<file path="config.mk">
export PLATFORM = sky130hd
export DESIGN_NAME = bus_strap_latch
export DESIGN_NICKNAME = d
export VERILOG_FILES = /design/src/rtl/bus_strap_pkg.sv /design/src/rtl/strap_sync_bank.sv /design/src/rtl/strap_decode.sv /design/src/rtl/strap_hold_fsm.sv /design/src/rtl/bus_strap_latch.sv
export SDC_FILE = /design/constraint.sdc
export NUM_CORES = 1
export LEC_CHECK = 0
export ABC_AREA = 1
export BUFFER_PORTS_ARGS = -buffer_cell sky130_fd_sc_hd__clkbuf_2
export CAP_MARGIN = 10
export CORE_MARGIN = 1.5
export CORE_UTILIZATION = 35
export DETAILED_ROUTE_END_ITERATION = 10
export PLACE_DENSITY = 0.56
export SLEW_MARGIN = 15
export SYNTH_ARGS = -nofsm -noshare
export SYNTH_HDL_FRONTEND = slang
export SYNTH_SLANG_ARGS = --single-unit
</file>
<file path="constraint.sdc">
create_clock -name clk -period 0.8 [get_ports clk]
set_input_delay 0.04 -clock clk [delete_from_list [all_inputs] [get_ports clk]]
set_output_delay 0.04 -clock clk [all_outputs]
set_load 0.01 [all_outputs]
</file>
<file path="src/rtl/bus_strap_pkg.sv">
package bus_strap_pkg;

    typedef enum logic {
        MODE_CONV = 1'b0,
        MODE_EXT  = 1'b1
    } bus_mode_e;

    typedef enum logic [2:0] {
        FC_33   = 3'd0,
        FC_66   = 3'd1,
        FC_X66  = 3'd2,
        FC_X100 = 3'd3,
        FC_X133 = 3'd4
    } freq_class_e;

    typedef enum logic {
        ST_OPEN = 1'b0,
        ST_HELD = 1'b1
    } hold_state_e;

    typedef struct packed {
        logic cyc_start;
        logic init_rdy;
        logic sel_ack;
        logic halt;
        logic tgt_rdy;
        logic hi_speed_en;
    } strap_t;

    localparam int STRAP_W = $bits(strap_t);

    typedef struct packed {
        bus_mode_e   mode;
        freq_class_e fclass;
        logic        bad;
    } strap_cfg_t;

    localparam strap_cfg_t CFG_DEFAULT = '{mode: MODE_CONV, fclass: FC_33, bad: 1'b0};

endpackage

</file>
<file path="src/rtl/strap_sync_bank.sv">
module strap_sync_bank #(
    parameter int              W       = 1,
    parameter int              STAGES  = 2,
    parameter logic [W-1:0]    RST_VAL = '0
) (
    input  logic         clk,
    input  logic         rst_n,
    input  logic [W-1:0] d,
    output logic [W-1:0] q
);

    logic [STAGES-1:0][W-1:0] stg;

    always_ff @(posedge clk or negedge rst_n) begin
        if (!rst_n) begin
            for (int i = 0; i < STAGES; i++) stg[i] <= RST_VAL;
        end else begin
            stg[0] <= d;
            for (int i = 1; i < STAGES; i++) stg[i] <= stg[i-1];
        end
    end

    assign q = stg[STAGES-1];

endmodule

</file>
<file path="src/rtl/strap_decode.sv">
module strap_decode
    import bus_strap_pkg::*;
(
    input  strap_t     straps,
    output strap_cfg_t cfg
);

    logic idle_ok;

    always_comb begin
        idle_ok = straps.cyc_start & straps.init_rdy & straps.sel_ack;
        cfg     = CFG_DEFAULT;
        if (!idle_ok) begin
            cfg.bad = 1'b1;
        end else begin
            unique case ({straps.halt, straps.tgt_rdy})
                2'b11: begin
                    cfg.mode   = MODE_CONV;
                    cfg.fclass = straps.hi_speed_en ? FC_66 : FC_33;
                end
                2'b10: begin
                    cfg.mode   = MODE_EXT;
                    cfg.fclass = FC_X66;
                end
                2'b01: begin
                    cfg.mode   = MODE_EXT;
                    cfg.fclass = FC_X100;
                end
                2'b00: begin
                    cfg.mode   = MODE_EXT;
                    cfg.fclass = FC_X133;
                end
                default: cfg = CFG_DEFAULT;
            endcase
        end
    end

endmodule

</file>
<file path="src/rtl/strap_hold_fsm.sv">
module strap_hold_fsm
    import bus_strap_pkg::*;
(
    input  logic       clk,
    input  logic       rst_n,
    input  logic       cap_edge,
    input  strap_cfg_t cfg_in,
    input  logic       pll_done,
    output strap_cfg_t cfg_q,
    output logic       valid,
    output logic       pll_early
);

    hold_state_e state_q, state_d;
    logic        take;

    // state register
    always_ff @(posedge clk or negedge rst_n) begin
        if (!rst_n) state_q <= ST_OPEN;
        else        state_q <= state_d;
    end

    // transitions and capture strobe
    always_comb begin
        state_d = state_q;
        take    = 1'b0;
        unique case (state_q)
            ST_OPEN: begin
                if (cap_edge) begin
                    take    = 1'b1;
                    state_d = ST_HELD;
                end
            end
            ST_HELD: state_d = ST_HELD;
            default: state_d = ST_OPEN;
        endcase
    end

    // held configuration
    always_ff @(posedge clk or negedge rst_n) begin
        if (!rst_n) begin
            cfg_q     <= CFG_DEFAULT;
            pll_early <= 1'b0;
        end else if (take) begin
            cfg_q     <= cfg_in;
            pll_early <= pll_done;
        end
    end

    assign valid = (state_q == ST_HELD);

endmodule

</file>
<file path="src/rtl/bus_strap_latch.sv">
module bus_strap_latch
    import bus_strap_pkg::*;
#(
    parameter int SYNC_STAGES = 2
) (
    input  logic       clk,
    input  logic       por_rst_n,
    input  logic       loc_rst_n,
    input  logic       pll_rst_n,
    input  logic       strap_cyc_start,
    input  logic       strap_init_rdy,
    input  logic       strap_sel_ack,
    input  logic       strap_halt,
    input  logic       strap_tgt_rdy,
    input  logic       strap_hi_speed_en,
    output logic       bus_mode,
    output logic [2:0] freq_class,
    output logic       cfg_valid,
    output logic       strap_bad,
    output logic       pll_early
);

    logic       reopen_rel_n;
    logic       hold_rst_n;
    logic       loc_s;
    logic       loc_seen;
    logic       loc_rise;
    logic       pll_s;
    strap_t     straps_raw;
    logic [STRAP_W-1:0] straps_s;
    strap_cfg_t cfg_dec;
    strap_cfg_t cfg_q;

    // reopen only while both resets are low together
    assign reopen_rel_n = por_rst_n | loc_rst_n;

    strap_sync_bank #(.W(1), .STAGES(SYNC_STAGES), .RST_VAL(1'b0)) u_reopen_sync (
        .clk(clk), .rst_n(reopen_rel_n), .d(1'b1), .q(hold_rst_n)
    );

    strap_sync_bank #(.W(1), .STAGES(SYNC_STAGES), .RST_VAL(1'b0)) u_loc_sync (
        .clk(clk), .rst_n(loc_rst_n), .d(1'b1), .q(loc_s)
    );

    strap_sync_bank #(.W(1), .STAGES(SYNC_STAGES), .RST_VAL(1'b0)) u_pll_sync (
        .clk(clk), .rst_n(pll_rst_n), .d(1'b1), .q(pll_s)
    );

    assign straps_raw = '{cyc_start: strap_cyc_start, init_rdy: strap_init_rdy,
                          sel_ack: strap_sel_ack, halt: strap_halt,
                          tgt_rdy: strap_tgt_rdy, hi_speed_en: strap_hi_speed_en};

    strap_sync_bank #(.W(STRAP_W), .STAGES(SYNC_STAGES), .RST_VAL({STRAP_W{1'b1}})) u_strap_sync (
        .clk(clk), .rst_n(por_rst_n), .d(straps_raw), .q(straps_s)
    );

    // low-to-high detection of the synchronized local reset
    always_ff @(posedge clk or negedge loc_rst_n) begin
        if (!loc_rst_n) loc_seen <= 1'b0;
        else            loc_seen <= loc_s;
    end

    assign loc_rise = loc_s & ~loc_seen;

    strap_decode u_decode (
        .straps(strap_t'(straps_s)),
        .cfg   (cfg_dec)
    );

    strap_hold_fsm u_hold (
        .clk      (clk),
        .rst_n    (hold_rst_n),
        .cap_edge (loc_rise),
        .cfg_in   (cfg_dec),
        .pll_done (pll_s),
        .cfg_q    (cfg_q),
        .valid    (cfg_valid),
        .pll_early(pll_early)
    );

    assign bus_mode   = cfg_q.mode;
    assign freq_class = cfg_q.fclass;
    assign strap_bad  = cfg_q.bad;

endmodule

</file>
### Word-level counts from Yosys, hierarchy flattened

Index checks and enable logic that the tools add are counted.
W data, S select, Z words.

| cells by class | value |
|---|---|
| bitwise logic cells | 6 |
| muxes and demuxes | 7 |
| reduce and logical (&&, ||, !) cells | 1 |
| equal/unequal tests | 3 |

Operators by type and width:

| operator | number |
|---|---|
| $pmux W4 S4 | 1 |
| $eq A2 B2 Y1 const B | 2 |
| $mux W1 | 4 |
| $mux W4 | 1 |
| $and A1 B1 Y1 | 3 |
| $eq A2 B1 Y1 const B | 1 |
| $logic_not A2 Y1 | 1 |
| $not A1 Y1 | 2 |
| $pmux W1 S2 | 1 |
| $or A1 B1 Y1 | 1 |

| word-level totals | value |
|---|---|
| register bits after elaboration | 26 |
| output and inout bits | 7 |
| word-level logic and storage cells | 31 |

### Depth between registers and ports, before layout

Gate-level depths: netlist of the first run.

| depth | value |
|---|---|
| depth in word-level cells | 4 |
| gate-level depth with buffers | 6 |
| mapped depth without buffers | 6 |

### Modules after synthesis

From an unflattened synthesis of the first run, not the netlist that was laid out.

| unflattened totals | value |
|---|---|
| cell total of the unflattened synthesis | 75 |
| area, all modules | 930.9 µm² |

Modules (own cells, without submodules):

| module | cells an instance | sequential area each (µm²) | area each (µm²) | instances |
|---|---|---|---|---|
| strap_sync_bank at u_strap_sync | 18 | 315.3 | 360.3 | 1 |
| strap_hold_fsm | 29 | 175.2 | 276.5 | 1 |
| strap_sync_bank at u_loc_sync ... | 2 | 50.0 | 50.0 | 3 |
| strap_decode | 15 | 0.0 | 93.8 | 1 |
| bus_strap_latch | 7 | 25.0 | 50.0 | 1 |

### Least setup slack after synthesis of the first run

Ideal clock, no wire load.

| timing | value |
|---|---|
| path kind | flip-flop to flip-flop |
| start point | register u_strap_sync.stg (netlist bit u_strap_sync.q[1]) |
| end point | register u_hold.cfg_q[2] (netlist name) |
| setup time | 117 ps |
| clock period less this slack | 1059 ps |
| slack | -259 ps |
| required time | 683 ps |
| arrival time | 941 ps |
| cell stages (with the launch flop) | 5 |
| path through | dfstp_2 inv_1 ha_1 nand3_1 nand2_1 |

| between the ends | value |
|---|---|
| cells in the longest elaborated chain, start to end | 3 |
| elaborated cells between the ends (all ways) | 6 |
| those cells by class | 3 x eq/ne; 2 x mux; 1 x reduce/logical |

Ends and longest elaborated chain:

| element | RTL line | source |
|---|---|---|
| from (decl) | strap_sync_bank.sv:12 | `logic [STAGES-1:0][W-1:0] stg;` |
| $eq A2 B1 Y1, or another cell as far along | strap_decode.sv:16 | `unique case ({straps.halt, straps.tgt_rdy})` |
| $pmux W4 S4 (*) | strap_decode.sv:16 |  |
| $mux W4 (*) | strap_decode.sv:13 | `if (!idle_ok) begin` |

Every way passes the cells marked *; elsewhere a longest branch is shown, timed or not.
A chain may end at the register's enable or synchronous reset.

### Worst setup path in the final report of the first run

| timing | value |
|---|---|
| start point | register u_strap_sync.stg (netlist bit u_strap_sync.q[2]) |
| end point | register u_hold.cfg_q[1] (netlist name) |

| between the ends | value |
|---|---|
| cells in the longest elaborated chain, start to end | 3 |
| elaborated cells between the ends (all ways) | 6 |
| those cells by class | 3 x eq/ne; 2 x mux; 1 x reduce/logical |

Ends and longest elaborated chain:

| element | RTL line |
|---|---|
| $eq A2 B1 Y1, or another cell as far along | strap_decode.sv:16 |
| $pmux W4 S4 (*) | strap_decode.sv:16 |
| $mux W4 (*) | strap_decode.sv:13 |

Marks and branches as above.

==> results of run 1 <==
[per-stage QoR]
step           setup TNS [ns]  total power [mW]  hold slack [ns]
4_1_cts                -1.861             2.102          0.01959
6_report               -1.663             2.062          0.03399
3_3_place_gp           -1.125             1.506          -0.1723
5_1_grt                -2.331             2.171          0.01681
3_5_place_dp           -1.239             1.513          -0.1721
2_1_floorplan         -0.8424             1.460          -0.2556
[routing by layer]
metal / global-route usage [%] / part of all wire (%)
met4: 5.128 / 1.1
met3: 3.429 / 5.6
met5: 0 / 0
met1: 12.62 / 44
met2: 17.50 / 50
[where the power goes]
part,leakage [nW],total [mW],switching (mW),internal (mW)
Clock,0.0150,0.530,0.336,0.194
Sequential,0.299,1.41,0.0242,1.39
Combinational,0.274,0.120,0.0545,0.0658
Total,0.588,2.06,0.415,1.65
[sequential cells by signal (all words and copies together), names as in the netlist]
signal	flops
u_pll_sync.q	1
u_strap_sync.q	6
u_hold.pll_early	1
u_hold.valid	1
u_reopen_sync.stg	1
u_reopen_sync.q	1
u_hold.cfg_q	5
u_strap_sync.stg	6
u_loc_sync.q	1
u_pll_sync.stg	1
loc_seen	1
u_loc_sync.stg	1
[repair_timing]
action	4_1_cts	5_1_grt
hold endpoints to repair	25	0
resized for setup	4	6
setup endpoints to repair	13	13
cloned	0	0
setup buffers	2	4
pin swaps	3	0
hold buffers	9	0
[layout by cell type, fill, tap and decap left out, types with 2 or more instances in the layout]
| cell type | synthesis | layout |
|---|---|---|
| sky130_fd_sc_hd__clkbuf_2 | 0 | 15 |
| sky130_fd_sc_hd__nand2_1 | 18 | 14 |
| sky130_fd_sc_hd__dfrtp_1 | 14 | 13 |
| sky130_fd_sc_hd__dfstp_2 | 12 | 12 |
| sky130_fd_sc_hd__dlygate4sd3_1 | 0 | 9 |
| sky130_fd_sc_hd__buf_4 | 0 | 6 |
| sky130_fd_sc_hd__nand2_2 | 0 | 4 |
| sky130_fd_sc_hd__inv_1 | 4 | 3 |
| sky130_fd_sc_hd__inv_2 | 2 | 3 |
| sky130_fd_sc_hd__nand3_1 | 4 | 3 |
| sky130_fd_sc_hd__clkbuf_4 | 0 | 3 |
| sky130_fd_sc_hd__conb_1 | 1 | 3 |
| sky130_fd_sc_hd__nor2_4 | 1 | 2 |
| sky130_fd_sc_hd__ha_2 | 0 | 2 |
| sky130_fd_sc_hd__buf_6 | 0 | 2 |
[layout make-up]
type                            count  share of cell area, %
Timing Repair Buffer               32                  19.48
Tap cell                           28                  2.932
Inverter                            6                  1.885
Sequential cell                    26                  55.81
Multi-Input combinational cell     33                  17.70
Clock buffer                        4                  2.199
[logic make-up after synthesis]
family,synth area share (%)
fa+ha+maj,4.386
simple gates,14.18
flops,77.78
compound gates,0.5842
buf+inv,2.631
other cells,0.4382
[final timing paths]
| path | start | depth (start not counted) | end | slack (ns) |
|---|---|---|---|---|
| worst max-delay path | u_strap_sync.q[2] | 6 | u_hold.cfg_q[1] | -0.28 |
| worst min-delay path | pll_rst_n | 2 | u_pll_sync.q | 0.03 |
| worst max register to register | u_strap_sync.q[2] | 6 | u_hold.cfg_q[1] | -0.28 |
| worst min register to register | u_reopen_sync.q | 0 | u_hold.cfg_q[0] | 0.12 |
| max in group asynchronous | por_rst_n | 3 | u_reopen_sync.stg[0] | 0.33 |
| min in group clk | strap_init_rdy | 2 | u_strap_sync.stg[4] | 0.35 |
[worst max-delay path, cell delays in order (launching register included)]
cell                      delay (ns)
sky130_fd_sc_hd__dfstp_2        0.56
sky130_fd_sc_hd__inv_2          0.04
sky130_fd_sc_hd__ha_1           0.17
sky130_fd_sc_hd__nand2_1        0.06
sky130_fd_sc_hd__nand2_1        0.04
sky130_fd_sc_hd__nand3_1        0.07
sky130_fd_sc_hd__nand2_1        0.05
==> out/results.ini, run 1 <==
[detailed_routing]
drcViolationCount=0
via_count=522
detail_route.wirelength_um=1216
detail_route.iter0.violations=3
number_of_nets_with_antenna_violations_after_detailed_routing=0
route.detailed.wl_per_inst_um=9.426
drt-vias-per-instance=4.047
drt_pass1_iterations=2

[layout]
fin_util_pct=53.00
multi_input_area_sq_um=211.5
insertedDiodeCount=0
drive_gt1_share_pct=53.47
layout.nets=115
footprint_of_the_flip_flops_and_latches_sq_um=666.9
final_area_sq_um=1195
area.growth.synth_to_final_pct=39.62
final.fill_count=204
finalNonFillerCells=129

[outcome]
violations_in_the_final_reports=setup timing
status=finished, violations left

[synth]
postSynthRegisterBits=26
yosysTopAreaCellShare_pct=40.94
netlist_top_cells_count=sky130_fd_sc_hd__nand2_1, sky130_fd_sc_hd__dfrtp_1, sky130_fd_sc_hd__dfstp_2
synthDominantAreaCellType=sky130_fd_sc_hd__dfrtp_1
yosys.cell_count.top_type=sky130_fd_sc_hd__nand2_1
synth.top_cells.by_area=sky130_fd_sc_hd__dfrtp_1, sky130_fd_sc_hd__dfstp_2, sky130_fd_sc_hd__nand2_1, sky130_fd_sc_hd__ha_1, sky130_fd_sc_hd__nand3_1
yosysSeqAreaShare_pct=77.78
post_synth_inst_count=63
synth_edf_count=0
synthArstFlopShare_pct=100.0
yosysWarnings=0
syn-cell-area_sq_um=855.8
synthesis.area_per_instance_sq_um=13.58
synth_top_flop_cell=sky130_fd_sc_hd__dfrtp_1
ys_types=13

[place]
globalplace.congestion=0.7335
dp_slack_ns=-0.2736
place.detailed.hpwl_um=875.1
port-buffer-count=16
placedInstanceArea_sq_um=1002
dp_cells=110

[setup_path]
critical_path_peak_fanout=2
worst_setup_path_end_kind=flip-flop
worst-endpoint-arrival_ns=1.28
worstSetupPathType=reg2reg
critical_path_data_required_time_ns=1.00
critPathLaunchType=flip-flop

[global_routing]
globalRoute.totalOverflow=0
grt.total_usage_pct=10.69
maximum_number_of_pins_on_one_net_before_global_route_repair=15
grt_pass1_wl_um=2076
first_global_vias=519
antenna_found_initial=0

[power]
power.density_nw_per_um2=1726
static-leakage-power_nw=0.5877
vdd_drop_max_mv=0.9586

[sta]
fmax_mhz=926.4
timing.final.crit_period_ns=1.079
skew_ns=0.007110
final-hold-violation-count=0
final_min_period_over_clock_period_pct=134.9
report.final.slew_viol_count=0
rsz0062_at_grt=yes
timing.final.setup_violations=13
setup_ws_ns=-0.2794

[clocking]
clkLatencyLatePin_ns=0.30
cts_sinks=26
tritoncts_clock_tree=done
cts_root_buf=sky130_fd_sc_hd__clkbuf_4
cts_bufs_inserted=3
clk_buf_depth=2
clk_transition_reported_paths_ns=0.13
cts-htree-levels=1

[floorplanning]
die_width_um=52.45
floorplan.core_area_sq_um=2255
row_count=17
ios=17
die_height_um=52.45
start_util_pct=37.96
floorplan.die_area_sq_um=2751

[min_path]
hold_path.class=in2async

[job]
drv.max_cap_violation_count=0

No activity file was read; power rests on OpenSTA's default activity.
==> run 2: changes to the inputs <==
--- a/config.mk
+++ b/config.mk
@@ -8,11 +8,12 @@
 export ABC_AREA = 1
 export BUFFER_PORTS_ARGS = -buffer_cell sky130_fd_sc_hd__clkbuf_2
 export CAP_MARGIN = 10
+export CORE_ASPECT_RATIO = 0.9
 export CORE_MARGIN = 1.5
 export CORE_UTILIZATION = 35
 export DETAILED_ROUTE_END_ITERATION = 10
 export PLACE_DENSITY = 0.56
-export SLEW_MARGIN = 15
+export SLEW_MARGIN = 20
 export SYNTH_ARGS = -nofsm -noshare
 export SYNTH_HDL_FRONTEND = slang
 export SYNTH_SLANG_ARGS = --single-unit
==> run 2 against run 1 <==
Compared with the run above: the run still ends with setup timing left; clock skew up 0.0023 ns; non-clock buffer count up 9; maximum frequency down 2.2%; largest cell class unchanged.
==> out/results.ini, run 2 (synthesized netlist as in run 1, its figures left out) <==
[outcome]
status=finished, violations left
violations_in_the_final_reports=setup timing

[setup_path]
worstSetupPathType=reg2reg
setup.reg_to_reg.worst_slack_ns=-0.30  ; -0.02 ns
r2r-end=u_hold.cfg_q[2]
worst_setup_path_end_kind=flip-flop
worst-endpoint-arrival_ns=1.38  ; +0.10 ns
worstRegToRegCells=4  ; -2
critical_path_data_required_time_ns=1.07  ; +0.07 ns
critical_path_peak_fanout=3  ; +1
critPathLaunchType=flip-flop
rr_startpoint=u_strap_sync.q[1]

[sta]
timing.final.crit_period_ns=1.104  ; +0.02462 ns
fin_hold_ws_ns=0.01205  ; -0.02193 ns
setup_ws_ns=-0.3040  ; -0.02462 ns
final_min_period_over_clock_period_pct=138.0  ; +3.1 points
report.final.slew_viol_count=0  ; unchanged
rsz0062_at_grt=yes
timing.final.setup_violations=13  ; unchanged
skew_ns=0.009422  ; +0.002311 ns
final-hold-violation-count=0  ; unchanged
fmax_mhz=905.8  ; -2.2%

[power]
power.density_nw_per_um2=1767  ; +2.4%
vdd_drop_max_mv=1.303  ; +36%
total_power_mw=2.294  ; +11%
static-leakage-power_nw=0.6448  ; +9.7%

[floorplanning]
floorplan.core_area_sq_um=2242  ; -0.55%
start_util_pct=38.17  ; +0.21 points
die_height_um=49.91  ; -4.8%
row_count=16  ; -1
ios=17  ; unchanged
die_width_um=55.13  ; +5.1%
floorplan.die_area_sq_um=2751  ; about the same

[detailed_routing]
met3RoutedLength_um=74  ; +8.8%
route.detailed.wl_per_inst_um=9.934  ; +5.4%
routedLengthMet1_um=564  ; +6.6%
drcViolationCount=0  ; unchanged
drt-vias-per-instance=4.131  ; +2.1%
drt_pass1_iterations=4  ; +2
via_count=566  ; +8.4%
detail_route.iter0.violations=6  ; +3
top_layer=met4
detail_route.wirelength_um=1361  ; +12%
number_of_nets_with_antenna_violations_after_detailed_routing=0  ; unchanged
met2RoutedLength_um=708  ; +17%

[global_routing]
first_global_vias=558  ; +7.5%
maximum_number_of_pins_on_one_net_before_global_route_repair=16  ; +1
grt.total_usage_pct=12.09  ; +1.4 points
globalRoute.totalOverflow=0  ; unchanged
grt_pass1_wl_um=2318  ; +12%
antenna_found_initial=0  ; unchanged

[layout]
most-common-layout-cells=sky130_fd_sc_hd__nand2_1, sky130_fd_sc_hd__buf_4, sky130_fd_sc_hd__clkbuf_2, sky130_fd_sc_hd__dfrtp_1, sky130_fd_sc_hd__dfstp_2
leading_cell_type_in_the_layout_fill_and_taps_excluded=sky130_fd_sc_hd__nand2_1
fin_util_pct=57.92  ; +4.9 points
finalNonFillerCells=137  ; +6.2%
insertedDiodeCount=0  ; unchanged
drive_gt1_share_pct=57.27  ; +3.8 points
area.growth.synth_to_final_pct=51.75
layout.nets=124  ; +7.8%

[place]
dp_cells=110  ; unchanged
globalplace.congestion=0.6895  ; -6.0%
port-buffer-count=16  ; unchanged
dp_slack_ns=-0.2969  ; -0.02331 ns
place.detailed.hpwl_um=817.3  ; -6.6%

[clocking]
clk_transition_reported_paths_ns=0.14  ; about the same
clkLatencyLatePin_ns=0.32  ; +0.02 ns
clk_buf_depth=2  ; unchanged
cts_bufs_inserted=3  ; unchanged
cts_root_buf=sky130_fd_sc_hd__clkbuf_4
cts-htree-levels=1  ; unchanged
tritoncts_clock_tree=done
cts_sinks=26  ; unchanged

[job]
drv.max_cap_violation_count=0  ; unchanged

[min_path]
hold_path.class=in2async

## run 2: cell types whose count changed in the layout (fill, tap and decap cells not counted), moves of 2 or more
cell,delta
sky130_fd_sc_hd__buf_4,+9
sky130_fd_sc_hd__buf_6,+2
sky130_fd_sc_hd__clkbuf_2,-2
sky130_fd_sc_hd__nand2_1,+2
sky130_fd_sc_hd__nand2_2,-2
## run 2: cell type report
type / instances / area, sq um
fill: 194 / 943.4
sequential: 26 / 666.9
timing repair buffer: 41 / 312.8
multi-input combinational: 33 / 215.2
clock buffer: 4 / 47.55
tap: 27 / 33.78
inverter: 6 / 22.52
## run 2: worst max-delay path by stage
stage / startpoint / end / slack, ns / cells past startpoint
final: u_strap_sync.q[1] / u_hold.cfg_q[2] / -0.30 / 4
after global routing: u_strap_sync.q[2] / u_hold.cfg_q[1] / -0.36 / 6
after CTS: u_strap_sync.q[1] / u_hold.cfg_q[1] / -0.31 / 6
after detailed placement: u_strap_sync.q[1] / u_hold.cfg_q[1] / -0.30 / 6
after global placement: u_strap_sync.q[1] / u_hold.cfg_q[1] / -0.28 / 6
after floorplan: u_strap_sync.q[2] / u_hold.cfg_q[1] / -0.23 / 6
## run 2: metal layers
layer	vias to the layer above	GRT usage, %
li1	281	-
met1	268	13.41
met2	15	20.04
met3	2	5.455
met4	0	4.065
met5	-	0
## run 2: critical path: stages (launching register included)
cell and delay [ns]:
sky130_fd_sc_hd__dfstp_2 0.59, sky130_fd_sc_hd__inv_1 0.05, sky130_fd_sc_hd__ha_2 0.30, sky130_fd_sc_hd__nand3_1 0.06, sky130_fd_sc_hd__nand2_1 0.06
## run 2: report_power, final
part	internal, mW	switching (mW)	total, mW
Clock	0.382	0.371	0.753
Sequential	1.39	0.0266	1.41
Combinational	0.0716	0.0561	0.128
## run 2: what timing repair did
action	CTS	global route
hold buffers	9	0
hold endpoints to repair	25	0
setup buffers	8	6
setup endpoints to repair	13	14
gates resized for setup	4	10
pin swaps	4	3
## run 2: metrics by stage
| stage | cell area [sq um] | setup TNS, ns |
|---|---|---|
| final | 1299 | -1.881 |
| after floorplan | 879.6 | -0.8424 |
| after global placement | 1008 | -1.101 |
| after detailed placement | 1008 | -1.200 |
| after CTS | 1216 | -1.913 |
| after global routing | 1299 | -2.580 |
